$ cat config.mk
export PLATFORM = sky130hd
export DESIGN_NAME = bldc_commutator
export DESIGN_NICKNAME = d
export VERILOG_FILES = /design/src/rtl/bldc_pkg.sv /design/src/rtl/bldc_hall_sync.sv /design/src/rtl/bldc_comm_decode.sv /design/src/rtl/bldc_short_latch.sv /design/src/rtl/bldc_gate_arbiter.sv /design/src/rtl/bldc_commutator.sv
export SDC_FILE = /design/constraint.sdc
export NUM_CORES = 1
export LEC_CHECK = 0
export BUFFER_PORTS_ARGS = -buffer_cell sky130_fd_sc_hd__buf_4
export CAP_MARGIN = 20
export CORE_AREA = 2 2 39 41
export DETAILED_ROUTE_END_ITERATION = 16
export DIE_AREA = 0 0 41 43
export PLACE_DENSITY = 0.83
export SKIP_CTS_REPAIR_TIMING = 1
export SYNTH_ARGS = -nofsm -noshare
export SYNTH_HDL_FRONTEND = slang
export SYNTH_SLANG_ARGS = --single-unit
$ cat constraint.sdc
create_clock -name clk -period 1.7 [get_ports clk]
set_input_delay 0 -clock clk [delete_from_list [all_inputs] [get_ports clk]]
set_output_delay 0 -clock clk [all_outputs]
set_load 0.01 [all_outputs]
$ cat src/rtl/bldc_pkg.sv
package bldc_pkg;
   localparam int NPH = 3;
   typedef logic [NPH-1:0] ph_vec_t;

   typedef struct packed {
      ph_vec_t hi;
      ph_vec_t lo;
   } gate_pair_t;

   // Forward-direction pattern for a Hall code; zero for invalid codes.
   function automatic gate_pair_t fwd_pattern(input logic [2:0] code);
      gate_pair_t g;
      g = '0;
      case (code)
         3'd5: begin g.hi = 3'b001; g.lo = 3'b010; end
         3'd4: begin g.hi = 3'b001; g.lo = 3'b100; end
         3'd6: begin g.hi = 3'b010; g.lo = 3'b100; end
         3'd2: begin g.hi = 3'b010; g.lo = 3'b001; end
         3'd3: begin g.hi = 3'b100; g.lo = 3'b001; end
         3'd1: begin g.hi = 3'b100; g.lo = 3'b010; end
         default: g = '0;
      endcase
      return g;
   endfunction
endpackage

$ cat src/rtl/bldc_hall_sync.sv
module bldc_hall_sync #(
   parameter int STAGES = 2,
   parameter int WIDTH  = 3
) (
   input  logic             clk,
   input  logic             rst_n,
   input  logic [WIDTH-1:0] raw,
   output logic [WIDTH-1:0] synced,
   output logic             changed,
   output logic             code_ok
);
   localparam int LAST = STAGES - 1;

   generate
      if (STAGES < 2) begin : g_bad_depth
         $error("bldc_hall_sync: STAGES must be at least 2");
      end
   endgenerate

   logic [STAGES-1:0][WIDTH-1:0] pipe;
   logic [WIDTH-1:0]             prev;

   always_ff @(posedge clk or negedge rst_n) begin
      if (!rst_n) begin
         pipe <= '0;
         prev <= '0;
      end else begin
         pipe[0] <= raw;
         for (int s = 1; s < STAGES; s++) pipe[s] <= pipe[s-1];
         prev <= pipe[LAST];
      end
   end

   assign synced  = pipe[LAST];
   assign changed = (pipe[LAST] != prev);
   assign code_ok = (pipe[LAST] != '0) && (pipe[LAST] != '1);
endmodule

$ cat src/rtl/bldc_comm_decode.sv
module bldc_comm_decode
   import bldc_pkg::*;
(
   input  logic [2:0] code,
   input  logic       dir_rev,
   output ph_vec_t    comm_hi,
   output ph_vec_t    comm_lo
);
   gate_pair_t base;

   always_comb begin
      base = fwd_pattern(code);
      if (dir_rev) begin
         comm_hi = base.lo;
         comm_lo = base.hi;
      end else begin
         comm_hi = base.hi;
         comm_lo = base.lo;
      end
   end
endmodule

$ cat src/rtl/bldc_short_latch.sv
module bldc_short_latch (
   input  logic clk,
   input  logic rst_n,
   input  logic short_in,
   input  logic commutated,
   input  logic hold,
   output logic latched
);
   logic clr;
   assign clr = commutated | hold;

   always_ff @(posedge clk or negedge rst_n) begin
      if (!rst_n) latched <= 1'b0;
      else        latched <= short_in | (latched & ~clr);
   end
endmodule

$ cat src/rtl/bldc_gate_arbiter.sv
module bldc_gate_arbiter
   import bldc_pkg::*;
(
   input  ph_vec_t comm_hi,
   input  ph_vec_t comm_lo,
   input  logic    pwm,
   input  logic    slow_decay,
   input  logic    hold,
   input  logic    brake,
   input  logic    brake_sel,
   input  logic    code_ok,
   input  logic    uv_fault,
   input  logic    therm_fault,
   input  logic    hi_mask,
   output ph_vec_t gate_hi,
   output ph_vec_t gate_lo
);
   logic    coast, stop, all_lo;
   ph_vec_t pre_hi, pre_lo;

   assign coast  = ~code_ok | therm_fault;
   assign stop   = hold | uv_fault;
   assign all_lo = (stop & brake_sel) | (~stop & brake);

   always_comb begin
      if (coast) begin
         pre_hi = '0;
         pre_lo = '0;
      end else if (stop || brake) begin
         pre_hi = '0;
         pre_lo = {NPH{all_lo}};
      end else begin
         pre_hi = comm_hi & {NPH{pwm}};
         pre_lo = comm_lo & {NPH{pwm | slow_decay}};
      end
   end

   generate
      for (genvar p = 0; p < NPH; p++) begin : g_phase
         assign gate_hi[p] = pre_hi[p] & ~hi_mask & ~pre_lo[p];
         assign gate_lo[p] = pre_lo[p];
      end
   endgenerate
endmodule

$ cat src/rtl/bldc_commutator.sv
module bldc_commutator
   import bldc_pkg::*;
#(
   parameter int SYNC_STAGES = 2
) (
   input  logic       clk,
   input  logic       rst_n,
   input  logic [2:0] hall,
   input  logic       dir_rev,
   input  logic       pwm,
   input  logic       slow_decay,
   input  logic       hold,
   input  logic       brake,
   input  logic       brake_sel,
   input  logic       uv_fault,
   input  logic       therm_fault,
   input  logic       gnd_fault,
   output logic [2:0] gate_hi,
   output logic [2:0] gate_lo,
   output logic       fault_n
);
   logic [2:0] hall_s;
   logic       hall_chg, hall_ok, gnd_latched;
   ph_vec_t    comm_hi, comm_lo;

   bldc_hall_sync #(.STAGES(SYNC_STAGES), .WIDTH(3)) u_sync (
      .clk(clk), .rst_n(rst_n), .raw(hall),
      .synced(hall_s), .changed(hall_chg), .code_ok(hall_ok)
   );

   bldc_comm_decode u_dec (
      .code(hall_s), .dir_rev(dir_rev),
      .comm_hi(comm_hi), .comm_lo(comm_lo)
   );

   bldc_short_latch u_latch (
      .clk(clk), .rst_n(rst_n), .short_in(gnd_fault),
      .commutated(hall_chg), .hold(hold), .latched(gnd_latched)
   );

   bldc_gate_arbiter u_arb (
      .comm_hi(comm_hi), .comm_lo(comm_lo), .pwm(pwm),
      .slow_decay(slow_decay), .hold(hold), .brake(brake),
      .brake_sel(brake_sel), .code_ok(hall_ok), .uv_fault(uv_fault),
      .therm_fault(therm_fault), .hi_mask(gnd_fault | gnd_latched),
      .gate_hi(gate_hi), .gate_lo(gate_lo)
   );

   assign fault_n = ~(~hall_ok | uv_fault | therm_fault | gnd_fault | gnd_latched);
endmodule

==> impl_metrics.env, run 1 <==
export IMPL_netSwitchingFraction_pct=23.04
export IMPL_grt_pass1_wl_um=1745
export IMPL_final_cycle_utilization_of_the_critical_path_pct=91.88
export IMPL_outcome="finished, final reports clean"
export IMPL_area_delta_synth_final_pct=36.75
export IMPL_cts_made_buffers=3
export IMPL_wl_per_cell_um=11.93
export IMPL_seq_power_share_pct=46.5
export IMPL_yosysSeqAreaShare_pct=42.74
export IMPL_switchingPower_mw=0.1314
export IMPL_power_static_leakage_nw=0.3590
export IMPL_die_w_um=41
export IMPL_critPathMaxStageDelay_ns=0.57
export IMPL_vias_after_detailed_routing=476
export IMPL_nets_final=93
export IMPL_clock_tree_from_tritoncts="done"
export IMPL_synthesis_nets=67
export IMPL_htreeDepth=1
export IMPL_critPathKind="reg2out"
export IMPL_die_area_um2=1763
export IMPL_final_util_pct=57.87
export IMPL_routed_wirelength_um=1121
export IMPL_setup_tns_final_ns=0
export IMPL_maxSlewViolCount=0
export IMPL_vdd_ir_drop_max_mv=0.4895
export IMPL_final_hpwl_from_detailed_placement_um=822.8
export IMPL_cts_root_buf="clkbuf_4"
export IMPL_worst_endpoint_arrival_ns=1.56
export IMPL_power_density_cell_area_nw_per_um2=712.0
export IMPL_combPwrFrac_pct=17.5
export IMPL_grt_overflow_total=0
export IMPL_ys_warnings_count=0
export IMPL_io_buffer_count=20
export IMPL_cts_clk_slew_worst_paths_ns=0.06
export IMPL_syn_inst=53
export IMPL_initial_antenna_violation_count=0
export IMPL_slew_headroom_pct=74.80
export IMPL_drtAntennaViolNets=0
export IMPL_place_gp_congestion=0.6242
export IMPL_placement_stage_cell_area_um2=714.4
export IMPL_critical_path_endpoint_type="output pin"
export IMPL_antenna_cells=0
export IMPL_fmax_mhz=640.2
export IMPL_drive_gt1_share_pct=41.03
export IMPL_fin_crit_ns=1.562
export IMPL_chipHeight_um=43
export IMPL_start_util_pct=42.31
export IMPL_drt_initial_drc_count=4
export IMPL_worstPathMaxFanout=12
export IMPL_placed_cells=85
export IMPL_top_level_ports=21
export IMPL_final_setup_viol_count=0
export IMPL_cp_cell_sequence="or3_4, nand4_2, nor3_1, buf_4"
export IMPL_post_layout_power_mw=0.5701
export IMPL_grt_use_total_pct=15.33
export IMPL_clock_latency_ns=0.26
export IMPL_core_area_um2=1384
export IMPL_skew_final_ns=0.006310
export IMPL_detailed_route_drc_error_count=0
export IMPL_cp_required_ns=1.70
export IMPL_actual_slew_at_the_worst_max_slew_pin_ns=0.3781
export IMPL_worstSetupStartpointType="register"
export IMPL_power_report_internal_total_mw=0.4388
export IMPL_final_area_um2=800.8
export IMPL_grt_pass1_vias=433
export IMPL_drt_pass1_iterations=3
export IMPL_stdcell_count=94
export IMPL_finalHoldViolCount=0
export IMPL_post_synth_cell_area_avg_um2=11.05
export IMPL_clockBufferDepth=2
export IMPL_mappedNetlistArea_um2=585.6
export IMPL_std_cell_rows=14
export IMPL_cap_viol_max_count=0
export IMPL_min_delay_path_class="in2async"
export IMPL_viasPerCell=5.064
export IMPL_synth_seq_cells=10
export IMPL_grt_start_max_net_pins=13
export IMPL_clock_sinks=10
export IMPL_share_clk_of_total_power_pct=36.0
export IMPL_synth_distinct_cells=20
export IMPL_rsz0062_at_grt="false"
export IMPL_worst_path_max_delay_cell="dfrtp_1"
power groups by stage:
stage	sequential [mW]	clock (mW)	combinational, mW
global placement	0.268	0	0.0898
finish	0.265	0.205	0.0998
global route	0.267	0.225	0.111
detailed placement	0.270	0	0.0918
floorplan	0.260	0	0.0608
CTS	0.265	0.215	0.0918
per-layer routing:
layer,routed length (um),up-vias,track usage (%),part of all wire [%]
li1,-,239,-,-
met1,483,219,17.07,43
met2,554,18,23.75,49
met3,83,0,4.712,7.4
met4,0,0,10.00,0
met5,0,-,0,0
path summary, 6_finish.rpt:
| check | startpoint | endpoint | slack, ns | cells past startpoint |
|---|---|---|---|---|
| max | u_sync.synced[1] | gate_hi[1] | 0.14 | 4 |
| min | rst_n | u_sync.synced[1] | 0.09 | 2 |
| max reg2reg | u_sync.synced[0] | u_latch.latched | 0.67 | 2 |
| min reg2reg | u_sync.pipe[0] | u_sync.synced[0] | 0.35 | 0 |
| max in group asynchronous | rst_n | u_sync.pipe[2] | 1.47 | 2 |
| min in group clk | hold | u_latch.latched | 0.15 | 3 |
area by class of cell:
| class | instances | area (um^2) |
|---|---|---|
| clock buffers | 4 | 36.28 |
| fillers | 123 | 583.1 |
| inverters | 1 | 3.754 |
| multi-input cells | 38 | 290.3 |
| flip-flops and latches | 10 | 250.2 |
| well taps | 16 | 20.02 |
| repair buffers | 25 | 200.2 |
worst max-delay path: cells and delay by family (launching register included):
kind | cells | cell delay, ns
buffers and inverters | 1 | 0.15
flip-flops | 1 | 0.57
AND/OR/NAND/NOR | 3 | 0.57
metrics by stage:
stage,hold slack [ns],setup WS [ns]
global placement,-0.1715,0.4242
CTS,-0.4600,0.1059
global route,0.09871,0.003375
finish,0.09097,0.1381
floorplan,-0.2956,0.6527
detailed placement,-0.1684,0.3942
state kept, by name, summed over array words and instances, names as in the netlist:
signal	count
u_sync.pipe	3
u_sync.prev	3
u_sync.synced	3
u_latch.latched	1
Yosys cell counts (all sizes together):
library cell,n,area [um^2]
a21oi,6,30.03
a41o,1,10.01
and3b,4,35.03
buf,4,41.29
dfrtp,10,250.2
inv,1,3.750
nand2,1,3.750
nand3,1,10.01
nand4,1,12.51
nor2,4,15.01
nor2b,3,18.77
nor3,4,31.28
nor3b,5,52.55
o2111ai,1,15.01
o22ai,3,18.77
or3,1,11.26
xnor2,3,26.28
logic make-up after synthesis:
| group | count (synthesis) | synth area share [%] |
|---|---|---|
| AND/OR/NAND/NOR | 24 | 32.48 |
| XOR/XNOR | 3 | 4.488 |
| flip-flops | 10 | 42.74 |
| buffers and inverters | 5 | 7.692 |
| AO/OA/AOI/OAI | 11 | 12.61 |
cells in the final DEF (no fill, tap or decap), types with 3 or more instances in the layout:
master | synthesis | layout
nor2_1 | 4 | 4
xnor2_1 | 3 | 3
nor3_1 | 3 | 3
dlygate4sd3_1 | 0 | 5
nor2b_1 | 3 | 3
buf_4 | 1 | 20
a21oi_1 | 6 | 6
nor3b_2 | 3 | 3
o22ai_1 | 3 | 3
clkbuf_4 | 0 | 3
and3b_1 | 4 | 4
dfrtp_1 | 10 | 10
Note: power is estimated with default switching activity, not from simulation.
==> inputs of run 2 (changes only) <==
- GPL_ROUTABILITY_DRIVEN: default -> 1
- RECOVER_POWER: default -> 100
==> impl_metrics.env, run 2 (synthesis results as in run 1) <==
export IMPL_outcome="finished, final reports clean"
export IMPL_die_area_um2=1763
export IMPL_fmax_mhz=639.3
export IMPL_final_cycle_utilization_of_the_critical_path_pct=92.01
export IMPL_die_w_um=41
export IMPL_start_util_pct=42.31
export IMPL_critPathKind="reg2out"
export IMPL_clockBufferDepth=2
export IMPL_wl_per_cell_um=11.97
export IMPL_power_static_leakage_nw=0.3378
export IMPL_initial_antenna_violation_count=0
export IMPL_grt_met2_usage_pct=23.75
export IMPL_clock_tree_from_tritoncts="done"
export IMPL_detailed_route_drc_error_count=0
export IMPL_min_delay_path_class="in2reg"
export IMPL_drt_pass1_iterations=3
export IMPL_skew_final_ns=0.006423
export IMPL_io_buffer_count=20
export IMPL_critical_path_endpoint_type="output pin"
export IMPL_holdWs_ns=0.1518
export IMPL_actual_slew_at_the_worst_max_slew_pin_ns=0.4935
export IMPL_drt_initial_drc_count=4
export IMPL_routed_wirelength_um=1125
export IMPL_vias_after_detailed_routing=475
export IMPL_grt_pass1_wl_um=1745
export IMPL_clock_latency_ns=0.26
export IMPL_finalHoldViolCount=0
export IMPL_setup_tns_final_ns=0
export IMPL_std_cell_rows=14
export IMPL_post_layout_power_mw=0.5656
export IMPL_vdd_ir_drop_max_mv=0.4877
export IMPL_top_level_ports=21
export IMPL_grt_overflow_total=0
export IMPL_area_delta_synth_final_pct=33.55
export IMPL_global_route_usage_met3_pct=4.712
export IMPL_drtAntennaViolNets=0
export IMPL_final_hpwl_from_detailed_placement_um=822.8
export IMPL_rsz0062_at_grt="false"
export IMPL_core_area_um2=1384
export IMPL_worstSetupStartpointType="register"
export IMPL_cts_root_buf="clkbuf_4"
export IMPL_cts_clk_slew_worst_paths_ns=0.06
export IMPL_slew_headroom_pct=67.10
export IMPL_viasPerCell=5.053
export IMPL_worst_endpoint_arrival_ns=1.56
export IMPL_nets_final=93
export IMPL_htreeDepth=1
export IMPL_worstPathMaxFanout=12
export IMPL_chipHeight_um=43
export IMPL_power_density_cell_area_nw_per_um2=723.3
export IMPL_cp_required_ns=1.70
export IMPL_maxSlewViolCount=0
export IMPL_grt_start_max_net_pins=13
export IMPL_grt_met1_usage_pct=17.07
export IMPL_fillerInstances=133
export IMPL_cap_viol_max_count=0
export IMPL_grt_use_total_pct=15.33
export IMPL_final_area_um2=782.0
export IMPL_drive_gt1_share_pct=34.62
export IMPL_fin_crit_ns=1.564
export IMPL_cts_made_buffers=3
export IMPL_place_gp_congestion=0.6242
export IMPL_clock_sinks=10
export IMPL_final_common_cell="buf_4"
export IMPL_most_common_layout_cells="11 x buf_4, 10 x dfrtp_1, 7 x clkbuf_4"
export IMPL_grt_peak_use_layer="met2"
export IMPL_placement_stage_cell_area_um2=714.4
export IMPL_grt_pass1_vias=433
export IMPL_antenna_cells=0
export IMPL_final_setup_viol_count=0
## run 2: cell types whose count changed in the layout (fill, tap and decap cells not counted)
cell      delta
buf_4        -9
clkbuf_1     +5
clkbuf_4     +4
## run 2: stage by stage
step                      cells  worst slack (ns)  util, %
after floorplan              53            0.6527        -
after global placement       85            0.4242    51.63
after detailed placement     85            0.3942    51.63
after CTS                    89            0.1059    54.25
after global routing         94          0.003375    56.51
final                        94            0.1358    56.51
## run 2: critical path, cell delays in order, from the launching register on
cell,delay (ns)
dfrtp_1,0.51
or3_4,0.45
nand4_2,0.13
nor3_1,0.07
buf_4,0.14
## run 2: per-layer routing
metal / wire [um] / up-vias
li1: - / 239
met1: 485 / 218
met2: 549 / 18
met3: 90 / 0
met4: 0 / 0
met5: 0 / -
## run 2: power breakdown
part           internal (mW)  switching (mW)  total [mW]
Clock                  0.130          0.0753       0.205
Combinational         0.0545          0.0408      0.0953
Sequential             0.250          0.0152       0.265
## run 2: area by class of cell
type | count | area, um^2 | area share (%)
multi-input cells | 38 | 290.3 | 37.12
flip-flops and latches | 10 | 250.2 | 32.00
repair buffers | 25 | 181.4 | 23.20
clock buffers | 4 | 36.28 | 4.640
well taps | 16 | 20.02 | 2.560
inverters | 1 | 3.754 | 0.4800
## run 2: worst paths after layout
check / depth (start not counted) / endpoint / slack (ns) / start
worst max-delay path: 4 / gate_hi[1] / 0.14 / u_sync.synced[2]
worst min-delay path: 3 / u_latch.latched / 0.15 / hold
worst max register to register: 2 / u_latch.latched / 0.66 / u_sync.synced[0]
worst min register to register: 0 / u_sync.synced[0] / 0.35 / u_sync.pipe[0]
max in group asynchronous: 2 / u_sync.pipe[2] / 1.16 / rst_n
min in group asynchronous: 2 / u_sync.synced[1] / 0.20 / rst_n
